[config.mk]
export PLATFORM = sky130hd
export DESIGN_NAME = cos_irq_ctrl
export DESIGN_NICKNAME = d
export VERILOG_FILES = /design/src/rtl/cos_pkg.sv /design/src/rtl/cos_sync.sv /design/src/rtl/cos_group.sv /design/src/rtl/cos_regif.sv /design/src/rtl/cos_irq_ctrl.sv
export SDC_FILE = /design/constraint.sdc
export NUM_CORES = 1
export LEC_CHECK = 0
export ABC_AREA = 1
export BUFFER_PORTS_ARGS = -buffer_cell sky130_fd_sc_hd__buf_4
export CORE_UTILIZATION = 55
export CTS_CLUSTER_DIAMETER = 150
export DETAILED_ROUTE_END_ITERATION = 8
export PLACE_DENSITY = 0.75
export SLEW_MARGIN = 20
export SYNTH_ARGS = -nofsm -noshare
export SYNTH_HDL_FRONTEND = slang
export SYNTH_SLANG_ARGS = --single-unit
[constraint.sdc]
create_clock -name clk -period 1.2 [get_ports clk]
set_input_delay 0.12 -clock clk [delete_from_list [all_inputs] [get_ports clk]]
set_output_delay 0.12 -clock clk [all_outputs]
set_load 0.05 [all_outputs]
[src/rtl/cos_pkg.sv]
// Shared constants of the change-of-state interrupt controller.
// Assumes one data byte per register and four groups of eight lines.
package cos_pkg;
    localparam int COS_NGRP    = 4;   // groups of monitored lines
    localparam int COS_GW      = 8;   // lines per group
    localparam int COS_AW      = 4;   // register address width
    localparam int COS_DW      = 8;   // register data width
    localparam int COS_ST_BASE = 8;   // offset of the group 0 status byte
    localparam int COS_EN_ADDR = 14;  // offset of the edge-enable byte
endpackage

[src/rtl/cos_sync.sv]
// Two-flop synchronizer for a bus of independent asynchronous lines.
// Assumes each line is quasi-static. No bus coherence is implied.
module cos_sync #(
    parameter int W = 32
) (
    input  logic         clk,
    input  logic         rst_n,
    input  logic [W-1:0] d,
    output logic [W-1:0] q
);
    logic [W-1:0] meta_q;

    // Carry the raw lines through two register stages.
    always_ff @(posedge clk) begin
        if (!rst_n) begin
            meta_q <= '0;
            q      <= '0;
        end else begin
            meta_q <= d;
            q      <= meta_q;
        end
    end
endmodule

[src/rtl/cos_group.sv]
// Edge qualification and sticky status for one group of lines.
// Assumes synchronized inputs. The clear mask is one-hot per written bit.
// A new event wins over a clear of the same bit.
module cos_group #(
    parameter int GW = 8
) (
    input  logic          clk,
    input  logic          rst_n,
    input  logic [GW-1:0] lines,
    input  logic          rise_en,
    input  logic          fall_en,
    input  logic [GW-1:0] clr,
    output logic [GW-1:0] status
);
    logic [GW-1:0] prev_q;
    logic [GW-1:0] ev;

    // Keep last cycle's synchronized levels for edge comparison.
    always_ff @(posedge clk) begin
        if (!rst_n) prev_q <= '0;
        else        prev_q <= lines;
    end

    // Qualify edges by the group's polarity enables.
    always_comb begin
        ev = ((lines & ~prev_q) & {GW{rise_en}})
           | ((~lines & prev_q) & {GW{fall_en}});
    end

    // Sticky status: clear by mask, then set by new events.
    always_ff @(posedge clk) begin
        if (!rst_n) status <= '0;
        else        status <= (status & ~clr) | ev;
    end

    assert_keep_unwritten_R7: assert property (@(posedge clk) disable iff (!rst_n)
        1'b1 |=> (((($past(status) & ~$past(clr))) & ~status) == '0));

    assert_event_wins_R9: assert property (@(posedge clk) disable iff (!rst_n)
        ((ev & clr) != '0) |=> ((status & $past(ev & clr)) == $past(ev & clr)));

    assert_disarmed_quiet_R5: assert property (@(posedge clk) disable iff (!rst_n)
        (!rise_en && !fall_en) |=> ((status & ~$past(status)) == '0));
endmodule

[src/rtl/cos_regif.sv]
// Register port: edge-enable byte, per-group clear masks, read mux.
// Assumes DW equals GW and equals twice the group count.
// Reads are registered and are zero without a read strobe.
module cos_regif
    import cos_pkg::*;
#(
    parameter int NGRP = COS_NGRP,
    parameter int GW   = COS_GW,
    parameter int AW   = COS_AW,
    parameter int DW   = COS_DW
) (
    input  logic               clk,
    input  logic               rst_n,
    input  logic               wr_en,
    input  logic               rd_en,
    input  logic [AW-1:0]      addr,
    input  logic [DW-1:0]      wr_data,
    input  logic [NGRP*GW-1:0] status_flat,
    output logic [2*NGRP-1:0]  enable,
    output logic [NGRP*GW-1:0] clr_flat,
    output logic [DW-1:0]      rd_data
);
    localparam int EW = 2 * NGRP;

    logic          en_hit;
    logic          st_hit;
    logic [DW-1:0] rd_nxt;

    assign en_hit = (addr == AW'(COS_EN_ADDR));
    assign st_hit = (addr >= AW'(COS_ST_BASE)) && (addr < AW'(COS_ST_BASE + NGRP));

    // Hold the edge-enable byte.
    always_ff @(posedge clk) begin
        if (!rst_n)               enable <= '0;
        else if (wr_en && en_hit) enable <= wr_data[EW-1:0];
    end

    // Steer a status write into a one-cycle clear mask for its group.
    for (genvar g = 0; g < NGRP; g++) begin : g_clr
        assign clr_flat[g*GW +: GW] =
            (wr_en && addr == AW'(COS_ST_BASE + g)) ? wr_data[GW-1:0] : '0;
    end

    // Select the addressed byte; unused offsets give zero.
    always_comb begin
        rd_nxt = '0;
        for (int g = 0; g < NGRP; g++) begin
            if (addr == AW'(COS_ST_BASE + g)) rd_nxt = DW'(status_flat[g*GW +: GW]);
        end
        if (en_hit) rd_nxt = DW'(enable);
    end

    // Register the read result for one cycle.
    always_ff @(posedge clk) begin
        if (!rst_n)     rd_data <= '0;
        else if (rd_en) rd_data <= rd_nxt;
        else            rd_data <= '0;
    end

    assert_enable_write_R2: assert property (@(posedge clk) disable iff (!rst_n)
        (wr_en && addr == AW'(COS_EN_ADDR)) |=> (enable == $past(wr_data[EW-1:0])));

    assert_unused_read_zero_R10: assert property (@(posedge clk) disable iff (!rst_n)
        (rd_en && !st_hit && !en_hit) |=> (rd_data == '0));

    assert_unused_write_inert_R10: assert property (@(posedge clk) disable iff (!rst_n)
        (wr_en && !st_hit && !en_hit) |=> $stable(enable));
endmodule

[src/rtl/cos_irq_ctrl.sv]
// Top of the change-of-state interrupt controller.
// Assumes isolated lines fill groups 0..NGRP-2 and the TTL/CMOS lines form
// the last group. irq is the OR of every sticky status bit.
module cos_irq_ctrl
    import cos_pkg::*;
#(
    parameter int NGRP = COS_NGRP,
    parameter int GW   = COS_GW,
    parameter int AW   = COS_AW,
    parameter int DW   = COS_DW
) (
    input  logic                  clk,
    input  logic                  rst_n,
    input  logic                  wr_en,
    input  logic                  rd_en,
    input  logic [AW-1:0]         addr,
    input  logic [DW-1:0]         wr_data,
    output logic [DW-1:0]         rd_data,
    input  logic [(NGRP-1)*GW-1:0] iso_in,
    input  logic [GW-1:0]         ttl_in,
    output logic                  irq
);
    localparam int NL = NGRP * GW;

    logic [NL-1:0]     sync_lines;
    logic [NL-1:0]     status_flat;
    logic [NL-1:0]     clr_flat;
    logic [2*NGRP-1:0] enable;

    cos_sync #(.W(NL)) u_sync (
        .clk   (clk),
        .rst_n (rst_n),
        .d     ({ttl_in, iso_in}),
        .q     (sync_lines)
    );

    cos_regif #(.NGRP(NGRP), .GW(GW), .AW(AW), .DW(DW)) u_regif (
        .clk         (clk),
        .rst_n       (rst_n),
        .wr_en       (wr_en),
        .rd_en       (rd_en),
        .addr        (addr),
        .wr_data     (wr_data),
        .status_flat (status_flat),
        .enable      (enable),
        .clr_flat    (clr_flat),
        .rd_data     (rd_data)
    );

    // One edge detector and status byte per group.
    for (genvar g = 0; g < NGRP; g++) begin : g_grp
        cos_group #(.GW(GW)) u_grp (
            .clk     (clk),
            .rst_n   (rst_n),
            .lines   (sync_lines[g*GW +: GW]),
            .rise_en (enable[g]),
            .fall_en (enable[NGRP+g]),
            .clr     (clr_flat[g*GW +: GW]),
            .status  (status_flat[g*GW +: GW])
        );
    end

    // Merge all status bits into the interrupt level.
    assign irq = |status_flat;

    assert_irq_falls_on_clear_R8: assert property (@(posedge clk) disable iff (!rst_n)
        $fell(irq) |-> $past(wr_en));
endmodule

==> results of run 1 <==
-- through the flow --
| step | cells | cell area (um^2) | total power, uW | utilization, % |
|---|---|---|---|---|
| floorplan | 743 | 5410 | 5410 | - |
| global placement | 925 | 6120 | 5700 | 65.3 |
| detailed placement | 925 | 6120 | 5720 | 65.3 |
| CTS | 998 | 7120 | 10800 | 76.0 |
| global route | 998 | 7170 | 11100 | 76.5 |
| finish | 998 | 7170 | 10800 | 76.5 |
-- state kept, by name (all words and copies together) (netlist names) --
signal	flops
u_regif.enable	8
u_sync.q	32
u_regif.rd_data	8
g_grp.u_grp.status	32
u_sync.meta_q	32
g_grp.u_grp.prev_q	32
-- power breakdown --
group / internal [uW] / switching, uW
logic: 339 / 404
registers: 4930 / 81.7
clock network: 2900 / 2110
total: 8160 / 2600
-- synthesized netlist by cell type --
cell type,n,area share (%)
buf_6,1,0.21
o21ai_0,14,1.3
nand2_1,186,13
buf_4,1,0.14
nor2_1,111,7.7
buf_2,6,0.56
buf_1,7,0.49
nor2_2,5,0.58
nor3_1,1,0.093
dfxtp_1,144,53
inv_2,2,0.14
nand4_1,13,1.5
a21oi_1,64,5.9
clkbuf_1,14,0.97
inv_1,111,7.7
nand4_4,1,0.39
nand3_2,1,0.19
nand3_1,57,5.3
nor2_8,1,0.37
clkinv_1,3,0.21
-- worst min-delay path by stage --
stage	slack, ps	from	endpoint
2_1_floorplan	220	iso_in[0]	u_sync.meta_q[0]
3_3_place_gp	300	iso_in[15]	u_sync.meta_q[15]
3_5_place_dp	310	ttl_in[0]	u_sync.meta_q[24]
4_1_cts	50	rd_en	u_regif.rd_data[1]
5_1_grt	70	rd_en	u_regif.rd_data[1]
6_report	50	rd_en	u_regif.rd_data[1]
-- critical path, delay by kind of cell, from the launching register on --
family                 cells  cell delay (ps)
buffers and inverters      1              160
flip-flops                 1              340
AND/OR/NAND/NOR            4              480
-- per-layer routing --
metal,track usage [%],wire (um)
met1,36.4,6190
met2,50.8,6920
met3,5.59,642
met4,13.0,311
met5,0,0
-- timing repair --
item | CTS | global route
pin swaps | 3 | 7
hold endpoints to repair | 69 | 0
resized for setup | 13 | 17
hold buffers | 41 | 0
setup endpoints to repair | 2 | 9
-- layout make-up --
type | count | area [um^2] | area share (%)
clock buffers | 19 | 442 | 6.16
clock inverters | 13 | 128 | 1.78
inverters | 116 | 443 | 6.18
multi-input cells | 454 | 2000 | 27.8
flip-flops and latches | 144 | 2900 | 40.4
well taps | 129 | 161 | 2.25
repair buffers | 123 | 1100 | 15.4
-- cells by family after synthesis --
| family | count (synthesis) | share of synthesized area [%] |
|---|---|---|
| flip-flops | 144 | 53.3 |
| buffers and inverters | 145 | 10.4 |
| AND/OR/NAND/NOR | 376 | 29.0 |
| AO/OA/AOI/OAI | 78 | 7.22 |
==> impl_metrics.json, run 1 <==
{
  "grt_max_degree": 87,
  "hp-class": "primary input to flip-flop",
  "synth_warnings": 0,
  "fmax_ghz": 0.620,
  "cp-start-kind": "flip-flop",
  "fin_crit_ps": 1610,
  "area_growth_pct": 32.7,
  "row_count": 35,
  "final_max_slew_viol_count": 0,
  "finalClockSkew_ps": 7.49,
  "ys_seq_area_share_pct": 53.3,
  "synth_fp_nets": 791,
  "root_buffer": "clkbuf_8",
  "path_cells": "nor2_2, nand4_1, nor3_2, nand2_1, buf_6",
  "post_cts_buffers": 0,
  "fin_tns_setup_ps": -413,
  "dp_hpwl_um": 9000,
  "vias": 4948,
  "firstDrtPassIters": 5,
  "grt_pass1_wl_um": 22600,
  "start_util_pct": 57.7,
  "gp_congestion": 0.906,
  "drive_above_1_share_pct": 17.1,
  "ir_worst_vdd_mv": 1.38,
  "cts-buffers-inserted": 17,
  "cp_slowest_cell": "dfxtp_2",
  "reg2reg_slack_ps": 60,
  "cp-endpoint": "irq",
  "antenna_found_initial": 0,
  "wire_per_inst_um": 14.1,
  "place_ws_ps": 3.77,
  "core_mm2": 0.00937,
  "nets": 904,
  "tightest_slew_ps": 451,
  "drcViolationCount": 0,
  "drt_iter0_markers": 257,
  "layout_setup_ws_ps": -413,
  "status": "finished, violations left",
  "rsz0062_at_grt": "true",
  "clock-sinks": 144,
  "htreeDepth": 4,
  "ant_nets": 0,
  "path_max_fanout": 3,
  "p_per_area_mw_per_mm2": 1500,
  "mostFrequentLayoutCells": "nand2_1 (186), dfxtp_1 (132), inv_1 (111), nor2_1 (102), buf_4 (73)",
  "grt_pass1_vias": 4731,
  "num_io_pins": 57,
  "critPathRequiredTime_ps": 1080,
  "insertion_delay_ps": 520,
  "end_kind": "output port",
  "syn_inst": 743,
  "ys_seq_elements": 144,
  "reg2reg_to": "g_grp[1].u_grp.status[6]",
  "die_h_um": 101,
  "grt-ovfl-total": 0,
  "startpoint": "g_grp[2].u_grp.status[2]",
  "r2r_start": "u_regif.enable[5]",
  "cts_buffer_depth": 2,
  "cts_tree": "done",
  "holdPathStages": 5,
  "violations": "setup timing",
  "fin_crit_sh_pct": 134,
  "hold_viol_final": 0,
  "layout_commonest_cell": "nand2_1",
  "max-cap-violations": 0,
  "syn_area_mm2": 0.00541,
  "port_buffers": 56,
  "worst_ep_arrival_time_ps": 1490,
  "finalSetupViolCount": 1,
  "p_leak_uw": 0.00372,
  "critPathMaxStageDelay_ps": 340,
  "crit_type": "flip-flop to output port",
  "fillers": 701,
  "clk_pin_slew_ps": 60,
  "r2r_cells": 4,
  "routed_wl_um": 14100,
  "gr-usage-all-layers_pct": 29.6,
  "n_antenna_cell": 0,
  "timing.hold.ws_ps": 53.6,
  "die_w_um": 101,
  "dieArea_mm2": 0.0102,
  "avgSynthCellArea_um2": 7.27,
  "ys_types": 20,
  "relSlewSlack_pct": 69.9,
  "vias_per_cell": 4.96
}
Power figures use the tool's default switching activity.
==> inputs of run 2 (changes only) <==
clock period = 1.7 ns   (was 1.2 ns; I/O delays follow)
==> run 2 against run 1 <==
Compared with the run above: the flow now finishes without violations; clock power down 30%; core utilization down 2.2 points; non-clock buffer count down 20; combinational power down 34%; critical endpoint unchanged; largest cell class unchanged.
==> impl_metrics.json, run 2 (synthesis gave the netlist of run 1 again) <==
{
  "status": "completed",
  "fin_crit_ps": 1680,
  "dieArea_mm2": 0.0102,
  "drt_iter0_markers": 267,
  "cts-buffers-inserted": 17,
  "mostFrequentLayoutCells": "nand2_1 (186), dfxtp_1 (136), inv_1 (111), nor2_1 (104), a21oi_1 (64)",
  "end_kind": "output port",
  "tightest_slew_ps": 423,
  "n_antenna_cell": 0,
  "root_buffer": "clkbuf_8",
  "final_max_slew_viol_count": 0,
  "rsz0062_at_grt": "true",
  "gr-usage-all-layers_pct": 28.1,
  "crit_type": "flip-flop to output port",
  "final_cells": 978,
  "ant_nets": 0,
  "grt-ovfl-total": 0,
  "utilization_pct": 74.3,
  "row_count": 35,
  "drcViolationCount": 0,
  "fmax_ghz": 0.595,
  "grt_pass1_wl_um": 21700,
  "clk_pin_slew_ps": 60,
  "core_mm2": 0.00937,
  "routed_wl_um": 13300,
  "path_cells": "nor2_4, nand3_2, nor3_2, nand2_1, buf_6",
  "die_w_um": 101,
  "dp_hpwl_um": 8550,
  "htreeDepth": 4,
  "p_per_area_mw_per_mm2": 1080,
  "clock-sinks": 144,
  "firstDrtPassIters": 5,
  "p_total_uw": 7530,
  "critPathRequiredTime_ps": 1530,
  "worst_ep_arrival_time_ps": 1510,
  "path_max_fanout": 3,
  "place_ws_ps": 292,
  "gp_congestion": 0.850,
  "finalSetupViolCount": 0,
  "port_buffers": 56,
  "start_util_pct": 57.7,
  "ir_worst_vdd_mv": 0.951,
  "relSlewSlack_pct": 71.8,
  "grt_pass1_vias": 4684,
  "hp-class": "primary input to flip-flop",
  "wire_per_inst_um": 13.6,
  "hold_viol_final": 0,
  "vias": 4863,
  "insertion_delay_ps": 520,
  "fin_crit_sh_pct": 98.8,
  "cts_tree": "done",
  "drive_above_1_share_pct": 14.3,
  "critPathMaxStageDelay_ps": 360,
  "dpl-instance-area_mm2": 0.00592,
  "vias_per_cell": 4.97,
  "max-cap-violations": 0,
  "die_h_um": 101,
  "cp_slowest_cell": "dfxtp_4",
  "postLayoutCellArea_mm2": 0.00697,
  "grt_max_degree": 82,
  "dp_cells": 904,
  "finalClockSkew_ps": 9.54,
  "layout_setup_ws_ps": 19.8,
  "nets": 884,
  "num_io_pins": 57,
  "antenna_found_initial": 0,
  "layout_commonest_cell": "nand2_1",
  "p_leak_uw": 0.00361,
  "cp-start-kind": "flip-flop",
  "area_growth_pct": 28.9,
  "cts_buffer_depth": 2
}
run 2: timing repair:
item	4_1_cts	5_1_grt
gates resized for setup	10	13
setup buffers	1	1
hold buffers	40	0
setup endpoints to repair	1	1
endpoints found under the hold margin	44	0
pin swaps	5	7
run 2: layer usage:
layer / global-route usage, % / share of wire (%) / vias up
met5: 0 / 0 / -
met4: 10.7 / 1.3 / 0
met3: 6.83 / 5.8 / 18
met2: 48.5 / 50 / 139
met1: 33.9 / 43 / 2237
li1: - / - / 2469
run 2: layout make-up:
type / count / area, um^2
sequential: 144 / 2900
fill: 733 / 2400
multi-input combinational: 454 / 2000
timing repair buffer: 103 / 902
clock buffer: 20 / 445
inverter: 116 / 435
tap: 129 / 161
clock inverter: 12 / 123
run 2: power breakdown:
group          internal (uW)  switching (uW)
clock network           2050            1460
logic                    216             275
registers               3480            56.3
run 2: critical path: cells and delay by family, from the launching register on:
kind | cells | cell delay (ps)
flops | 1 | 360
buf+inv | 1 | 160
simple gates | 4 | 480
run 2: through the flow:
stage               hold slack (ps)  setup TNS (ps)
finish                         27.3               0
global route                   14.1           -21.0
CTS                            8.30           -22.4
detailed placement              354               0
global placement                349               0
floorplan                       268               0
run 2: path summary, 6_finish.rpt:
check                           startpoint                        to  slack [ps]  depth (start not counted)
setup reg to reg         u_regif.enable[1]  g_grp[1].u_grp.status[5]         550                          4
hold reg to reg          u_sync.meta_q[27]              u_sync.q[27]         410                          2
setup / recovery  g_grp[2].u_grp.status[6]                       irq          20                          5
hold / removal                       rst_n          u_sync.meta_q[3]          30                          3
==> inputs of run 3 (changes only) <==
HOLD_SLACK_MARGIN = 0.06   (was default)
==> run 3 against run 2 <==
Compared with the run above: die area stayed put; register-to-register slack worse by 380 ps; non-clock buffer count is 11 higher; core utilization is 1.2 points higher; cell area is 1.6% higher; via count is 2.1% higher; sequential share of layout area is 0.65 points lower; first-iteration DRC count is 3.7% higher; combinational power is 4.3% higher; largest cell class unchanged; largest power group unchanged.
==> impl_metrics.json, run 3 (synthesis gave the netlist of run 1 again) <==
{
  "swShare_pct": 23.9,
  "cp_top_family": "simple AND/OR/NAND/NOR gates",
  "die_w_um": 101,
  "cts_buffer_depth": 2,
  "cp_slowest_cell": "dfxtp_4",
  "gr-usage-all-layers_pct": 28.7,
  "vias": 4965,
  "critPathBufInv": 1,
  "drt_iter0_markers": 277,
  "final_max_slew_viol_count": 0,
  "gp_congestion": 0.850,
  "n_antenna_cell": 0,
  "finalSetupViolCount": 0,
  "grt_pass1_wl_um": 22200,
  "routed_wl_um": 13700,
  "path_max_fanout": 3,
  "top_layer": "met4",
  "clk_pin_slew_ps": 60,
  "grt_max_degree": 82,
  "rsz0062_at_grt": "true",
  "hold_viol_final": 0,
  "p_int_uw": 5750,
  "r2r_start": "u_regif.enable[5]",
  "vias_per_cell": 5.02,
  "layout_commonest_cell": "nand2_1",
  "critPathRequiredTime_ps": 1530,
  "fmax_ghz": 0.596,
  "p_leak_uw": 0.00365,
  "p_total_uw": 7560,
  "reg2reg_to": "u_regif.enable[5]",
  "clock-sinks": 144,
  "die_h_um": 101,
  "cp-start-kind": "flip-flop",
  "worst_ep_arrival_time_ps": 1510,
  "dp_hpwl_um": 8550,
  "num_io_pins": 57,
  "antenna_found_initial": 0,
  "critPathMaxStageDelay_ps": 360,
  "r2r_cells": 5,
  "max-cap-violations": 0,
  "nets": 895,
  "ir_worst_vdd_mv": 0.947,
  "drive_above_1_share_pct": 14.1,
  "startpoint": "g_grp[2].u_grp.status[6]",
  "pwr-share-seq_pct": 46.7,
  "firstDrtPassIters": 5,
  "end_kind": "output port",
  "dpl-instance-area_mm2": 0.00592,
  "pwr-share-clk_pct": 46.5,
  "finalClockSkew_ps": 10.0,
  "grt_pass1_vias": 4790,
  "area_growth_pct": 30.9,
  "fin_crit_ps": 1680,
  "insertion_delay_ps": 520,
  "power.switching_uw": 1810,
  "crit_cells": 5,
  "ant_nets": 0,
  "dieArea_mm2": 0.0102,
  "fin_crit_sh_pct": 98.7,
  "postLayoutCellArea_mm2": 0.00708,
  "core_mm2": 0.00937,
  "status": "completed",
  "drcViolationCount": 0,
  "wl_met1_um": 5840,
  "wire_per_inst_um": 13.9,
  "relSlewSlack_pct": 71.4,
  "port_buffers": 56,
  "root_buffer": "clkbuf_8",
  "crit_type": "flip-flop to output port",
  "reg2reg_slack_ps": 170,
  "wl_met3_um": 808,
  "cts-buffers-inserted": 17,
  "grt-ovfl-total": 0,
  "cp-endpoint": "irq",
  "p_per_area_mw_per_mm2": 1070,
  "start_util_pct": 57.7,
  "mostFrequentLayoutCells": "nand2_1 (186), dfxtp_1 (136), inv_1 (111), nor2_1 (104), a21oi_1 (64)",
  "tightest_slew_ps": 429,
  "cts_tree": "done",
  "fillers": 716,
  "wl_met2_um": 6780,
  "pwr-share-comb_pct": 6.8,
  "path_cells": "nor2_4, nand3_2, nor3_2, nand2_1, buf_6",
  "row_count": 35,
  "hp-class": "primary input to flip-flop",
  "htreeDepth": 4
}
[run 3: cell type report]
cell class	instances	area (um^2)	area share (%)
clock inverter	12	123	1.73
sequential	144	2900	40.9
tap	129	161	2.28
inverter	116	435	6.15
timing repair buffer	114	1010	14.3
clock buffer	20	445	6.29
multi-input combinational	454	2000	28.3
[run 3: through the flow]
step	hold WS, ps	cells	util [%]	TNS, ps	setup WS [ps]
floorplan	268	743	-	0	602
global placement	349	904	63.2	0	267
detailed placement	354	904	63.2	0	292
CTS	137	988	75.0	-22.4	-22.4
global route	175	989	75.5	-20.9	-20.9
finish	156	989	75.5	0	22.1
[run 3: power groups by stage]
stage	Clock, uW	Sequential, uW	Combinational [uW]
after floorplan	0	3600	223
after global placement	0	3600	392
after detailed placement	0	3610	402
after CTS	3550	3530	499
after global routing	3710	3540	561
final	3520	3530	512
[run 3: per-layer routing]
layer | vias to the layer above | global-route usage, %
met4 | 0 | 11.4
li1 | 2490 | -
met1 | 2296 | 34.3
met2 | 149 | 49.8
met3 | 30 | 6.90
met5 | - | 0
[run 3: worst min-delay path by stage]
stage	startpoint	endpoint	slack [ps]	depth (start not counted)
after floorplan	iso_in[0]	u_sync.meta_q[0]	270	2
after global placement	iso_in[10]	u_sync.meta_q[10]	350	3
after detailed placement	iso_in[6]	u_sync.meta_q[6]	350	3
after CTS	rd_en	u_regif.rd_data[2]	140	5
after global routing	rd_en	u_regif.rd_data[5]	180	5
final	rd_en	u_regif.rd_data[2]	160	5
[run 3: tightest hold or removal path, delay by kind of cell]
kind                   cells  cell delay (ps)
buffers and inverters      2              250
AOI/OAI and AO/OA          1              120
and+or+nand+nor            2               90
[run 3: what timing repair did]
| item | CTS | global route |
|---|---|---|
| pin swaps | 5 | 7 |
| buffers inserted | 1 | 1 |
| endpoints found under the setup margin | 1 | 1 |
| endpoints found under the hold margin | 85 | 0 |
| hold buffers | 51 | 0 |
| gates cloned | 0 | 0 |
| gates resized for setup | 10 | 13 |
